**src/rtl/cfg_guard_pkg.sv**
```systemverilog
package cfg_guard_pkg;
  localparam int REG_W   = 8;
  localparam int ADDR_W  = 8;
  localparam logic [ADDR_W-1:0] REG_ADDR = 8'h39;
  localparam logic [REG_W-1:0]  RESET_VAL = 8'h10;

  localparam int B_ADPWR  = 7;
  localparam int B_CKSEL  = 6;
  localparam int B_IRQEDG = 5;
  localparam int B_OSCDLY = 4;
  localparam int B_CMEN   = 3;
  localparam int B_CMFRC  = 2;
  localparam int B_RATE1  = 1;
  localparam int B_RATE0  = 0;

  localparam logic [REG_W-1:0] PROT_MASK =
    REG_W'((1 << B_IRQEDG) | (1 << B_OSCDLY) | (1 << B_CMFRC) | (1 << B_RATE1) | (1 << B_RATE0));
  localparam logic [REG_W-1:0] FREE_MASK = ~PROT_MASK;

  // Merge a bus write into the stored value; guarded bits keep old value when held.
  function automatic logic [REG_W-1:0] merge_write(
    input logic [REG_W-1:0] old_v,
    input logic [REG_W-1:0] new_v,
    input logic             hold);
    logic [REG_W-1:0] prot_src;
    prot_src = hold ? old_v : new_v;
    return (new_v & FREE_MASK) | (prot_src & PROT_MASK);
  endfunction
endpackage

```
**src/rtl/cfg_window_timer.sv**
```systemverilog
module cfg_window_timer #(
  parameter int WINDOW = 64
) (
  input  logic clk,
  input  logic rst_n,
  output logic window_done
);
  localparam int CW = $clog2(WINDOW + 1);
  localparam logic [CW-1:0] LIMIT = CW'(WINDOW);

  logic [CW-1:0] cnt;

  always_ff @(posedge clk) begin
    if (!rst_n)            cnt <= '0;
    else if (cnt != LIMIT) cnt <= cnt + 1'b1;
  end

  assign window_done = (cnt == LIMIT);

  p_cnt_sat_r3: assert property (@(posedge clk) disable iff (!rst_n)
    cnt <= LIMIT);
  p_done_sticky_r3: assert property (@(posedge clk) disable iff (!rst_n)
    window_done |=> window_done);
  p_cnt_step_r3: assert property (@(posedge clk) disable iff (!rst_n)
    !window_done |=> (cnt == $past(cnt) + 1'b1));
endmodule

```
**src/rtl/cfg_bit_store.sv**
```systemverilog
module cfg_bit_store
  import cfg_guard_pkg::*;
(
  input  logic             clk,
  input  logic             rst_n,
  input  logic             wr_hit,
  input  logic             special_mode,
  input  logic [REG_W-1:0] wdata,
  input  logic             window_done,
  output logic [REG_W-1:0] q,
  output logic             locked
);
  logic written_q;
  logic guard_on;

  assign locked   = window_done | written_q;
  assign guard_on = locked & ~special_mode;

  always_ff @(posedge clk) begin
    if (!rst_n) begin
      q         <= RESET_VAL;
      written_q <= 1'b0;
    end else if (wr_hit) begin
      q <= merge_write(q, wdata, guard_on);
      if (!special_mode) written_q <= 1'b1;
    end
  end

  p_lock_sticky_r4: assert property (@(posedge clk) disable iff (!rst_n)
    locked |=> locked);
  p_prot_hold_r4: assert property (@(posedge clk) disable iff (!rst_n)
    (wr_hit && locked && !special_mode) |=> $stable(q & PROT_MASK));
  p_free_write_r6: assert property (@(posedge clk) disable iff (!rst_n)
    wr_hit |=> ((q & FREE_MASK) == ($past(wdata) & FREE_MASK)));
  p_special_write_r5: assert property (@(posedge clk) disable iff (!rst_n)
    (wr_hit && special_mode) |=> (q == $past(wdata)));
  p_idle_hold_r7: assert property (@(posedge clk) disable iff (!rst_n)
    !wr_hit |=> $stable(q));
endmodule

```
**src/rtl/cfg_guard_reg.sv**
```systemverilog
module cfg_guard_reg
  import cfg_guard_pkg::*;
#(
  parameter int WINDOW = 64
) (
  input  logic        clk,
  input  logic        rst_n,
  input  logic        special_mode,
  input  logic [7:0]  bus_addr,
  input  logic        bus_wr,
  input  logic [7:0]  bus_wdata,
  output logic [7:0]  bus_rdata,
  output logic        adc_pwr_en,
  output logic        clk_sel_rc,
  output logic        irq_edge,
  output logic        osc_delay,
  output logic        clkmon_en,
  output logic        clkmon_force,
  output logic [1:0]  wdog_rate
);
  logic             addr_hit;
  logic             wr_hit;
  logic             window_done;
  logic             locked;
  logic [REG_W-1:0] q;

  assign addr_hit = (bus_addr == REG_ADDR);
  assign wr_hit   = bus_wr & addr_hit;

  cfg_window_timer #(.WINDOW(WINDOW)) u_timer (
    .clk(clk), .rst_n(rst_n), .window_done(window_done));

  cfg_bit_store u_store (
    .clk(clk), .rst_n(rst_n), .wr_hit(wr_hit), .special_mode(special_mode),
    .wdata(bus_wdata), .window_done(window_done), .q(q), .locked(locked));

  assign bus_rdata    = addr_hit ? q : '0;
  assign adc_pwr_en   = q[B_ADPWR];
  assign clk_sel_rc   = q[B_CKSEL];
  assign irq_edge     = q[B_IRQEDG];
  assign osc_delay    = q[B_OSCDLY];
  assign clkmon_en    = q[B_CMEN];
  assign clkmon_force = q[B_CMFRC];
  assign wdog_rate    = q[B_RATE1:B_RATE0];

  p_miss_nowrite_r2: assert property (@(posedge clk) disable iff (!rst_n)
    (bus_wr && !addr_hit) |=> $stable(q));
  p_window_lock_r3: assert property (@(posedge clk) disable iff (!rst_n)
    window_done |-> locked);
endmodule

```
**config.mk**
```make
export PLATFORM = sky130hd
export DESIGN_NAME = cfg_guard_reg
export DESIGN_NICKNAME = d
export VERILOG_FILES = /design/src/rtl/cfg_guard_pkg.sv /design/src/rtl/cfg_window_timer.sv /design/src/rtl/cfg_bit_store.sv /design/src/rtl/cfg_guard_reg.sv
export SDC_FILE = /design/constraint.sdc
export NUM_CORES = 1
export LEC_CHECK = 0
export CAP_MARGIN = 20
export CORE_AREA = 2 2 46 48
export DETAILED_ROUTE_END_ITERATION = 8
export DIE_AREA = 0 0 48 50
export GPL_ROUTABILITY_DRIVEN = 0
export PLACE_DENSITY = 0.88
export SYNTH_ARGS = -nofsm -noshare
export SYNTH_HDL_FRONTEND = slang
export SYNTH_SLANG_ARGS = --single-unit
```
**constraint.sdc**
```tcl
create_clock -name clk -period 4 [get_ports clk]
set_input_delay 0.6 -clock clk [delete_from_list [all_inputs] [get_ports clk]]
set_output_delay 0.6 -clock clk [all_outputs]
set_load 0.01 [all_outputs]
```
==> impl_metrics.toml <==
[layout]
multi_input_area_um2 = 426.7
mostFrequentLayoutCell = "clkdlybuf4s50_1"
layout_common_cells = "clkdlybuf4s50_1, dfxtp_1, nand2_1"
antennaDiodeCount = 0
fill_cells = 162
fin_nets = 147
postLayoutCoreUtil_pct = 62.37
drive_gt1_share_pct = 5.645
final-seq-area_um2 = 320.3
fin_area_um2 = 1186
area_delta_synth_final_pct = 51.92

[route]
vias = 696
vias_per_cell = 4.609
drc_errors = 0
ant_nets = 0
wl_um = 1763
drt-initial-drc-count = 5
wire_per_inst_um = 11.68
dr.pass1.iters = 3

[clock_network]
root_buffer = "clkbuf_4"
clock_sinks = 16
cts-resized-gates = 0
clk_latency_ns = 0.28
tritoncts = "done"
htree_num_levels = 1
hold_buffers = 0
cts_setup_buffers = 0
clkTransAtPathRegs_ns = 0.09
clockBufferDepth = 2
numCtsBuffers = 3

[place]
dp_slack_ns = 1.126
place_hpwl_um = 1393
io_buffers = 35
placed_cell_area_um2 = 1150

[global_route]
grt_pass1_vias = 691
antenna_found_initial = 0
grt_usage_pct = 16.28
grt.overflow.total = 0
grt_first_pass_wirelength_um = 2794
grt_max_degree = 19

[synth]
synth_compound_area_share_pct = 5.929
synth_nets = 110
synth_area_leaders = "dfxtp_1, and2_1, mux2i_1"
synthSimpleGateAreaFrac_pct = 31.09
synthMuxAreaShare_pct = 7.692
yosysWarnings = 0
ys_seq_area_share_pct = 41.03
synth_top_family_by_area = "simple AND/OR/NAND/NOR gates"
synth_cells = 88
synthXorXnorAreaFrac_pct = 6.731
synth_cell_types = 26
synth_top_area_share_pct = 41.03
synth_top_cell_by_area = "dfxtp_1"
avgSynthCellArea_um2 = 8.872
synth_area_um2 = 780.7
synth_seq_cells = 16
synth-adder-area-share_pct = 3.205

[power]
combPwrFrac_pct = 11.3
totalPowerFinal_mw = 0.3055
seqPwrFrac_pct = 54.1
p_sw_share_pct = 21.23
p_int_mw = 0.2406
switchingPower_mw = 0.06486
leakagePower_nw = 0.4390
p_per_area_nw_per_um2 = 257.5
vdd_drop_max_uv = 186.4
clockPowerShare_pct = 34.5

[setup_path]
cp_max_fo = 11
worstSetupEndpointType = "output pin"
ff2ff_path_depth = 5
crit_type = "input port to output pin"
cp.arrival_ns = 2.28
cp.required_ns = 3.40
startpoint_type = "input port"

[floorplan]
die_h_um = 50
core_um2 = 1902
die_area_um2 = 2400
start_util_pct = 41.05
ios = 36
die_w_um = 48
rows = 16

[min_path]
holdPathStages = 2
hold_class = "flop to flop"

[timing]
max_freq_mhz = 347.0
finalClockSkew_ns = 0.001678
rsz0062_at_grt = "false"
tightest_slew_ns = 0.5396
final-hold-violation-count = 0
drv_slew = 0
fin_crit_sh_pct = 72.04
setup_ws_ns = 1.118
setup_viol = 0
fin_crit_ns = 2.882
relSlewSlack_pct = 63.92
fin_setup_tns_ns = 0

[flow_run]
drv_cap = 0

[run_status]
status = "finished clean"
[per-layer routing]
layer	GRT usage (%)	wire length, µm
met1	18.88	719
met2	27.11	875
met3	2.930	142
met4	8.108	25
met5	0	0
[power by group through the flow]
stage,clock network (mW),logic [mW],registers (mW)
after floorplan,0,0.0133,0.168
after global placement,0,0.0336,0.169
after detailed placement,0,0.0349,0.169
after CTS,0.108,0.0350,0.165
after global routing,0.117,0.0386,0.166
final,0.105,0.0346,0.165
[critical path, stage by stage]
cell and delay (ns):
clkdlybuf4s50_1 0.39, or2_1 0.24, nor3_1 0.19, buf_4 0.19
and2_1 0.13, clkdlybuf4s50_1 0.54
[path summary, 6_finish.rpt]
| path | to | slack, ns | from |
|---|---|---|---|
| worst max register to register | flop | 2.51 | u_timer.cnt[0]$_SDFFE_PN0P_ |
| worst min-delay path | u_store.q[3]$_SDFFE_PN0P_ | 0.47 | u_store.q[3]$_SDFFE_PN0P_ |
| worst min register to register | u_store.q[3]$_SDFFE_PN0P_ | 0.47 | u_store.q[3]$_SDFFE_PN0P_ |
| worst max-delay path | bus_rdata[2] | 1.12 | bus_addr[7] |
[layout make-up]
cell class | count | share of cell area, %
Clock buffer | 4 | 3.059
Inverter | 3 | 0.9494
Multi-Input combinational cell | 65 | 35.97
Sequential cell | 16 | 27.00
Tap cell | 27 | 2.848
Timing Repair Buffer | 36 | 30.17
[cells in the mapped netlist]
cell and number:
inv_1 2, o21a_1 1, and3_1 3, ha_1 2, nor4_1 1, clkinv_1 1
a21boi_1 3, nand2b_1 1, nor2_1 5, or4_4 1, or2_1 1, xnor2_1 4
nor3_1 1, clkbuf_1 3, nand4bb_1 1, mux2i_1 6, and2_1 10, nor2b_1 3
dfxtp_1 16, xor2_1 2, a31oi_1 1, nand2_1 11, buf_6 1, o21ba_1 1
nand2_2 1, nand3_1 6
[stage by stage]
stage / cells / hold WS [ns]
2_1_floorplan: 88 / 0.4409
3_3_place_gp: 147 / 0.4515
6_report: 151 / 0.4722
5_1_grt: 151 / 0.5007
3_5_place_dp: 147 / 0.4614
4_1_cts: 151 / 0.4741
[cells by family after synthesis]
| group | Yosys count |
|---|---|
| AO/OA/AOI/OAI | 6 |
| XOR/XNOR | 6 |
| adder cells (fa/ha/maj) | 2 |
| buffers and inverters | 7 |
| flip-flops | 16 |
| multiplexers | 6 |
| AND/OR/NAND/NOR | 45 |
Power figures use the tool's default switching activity.
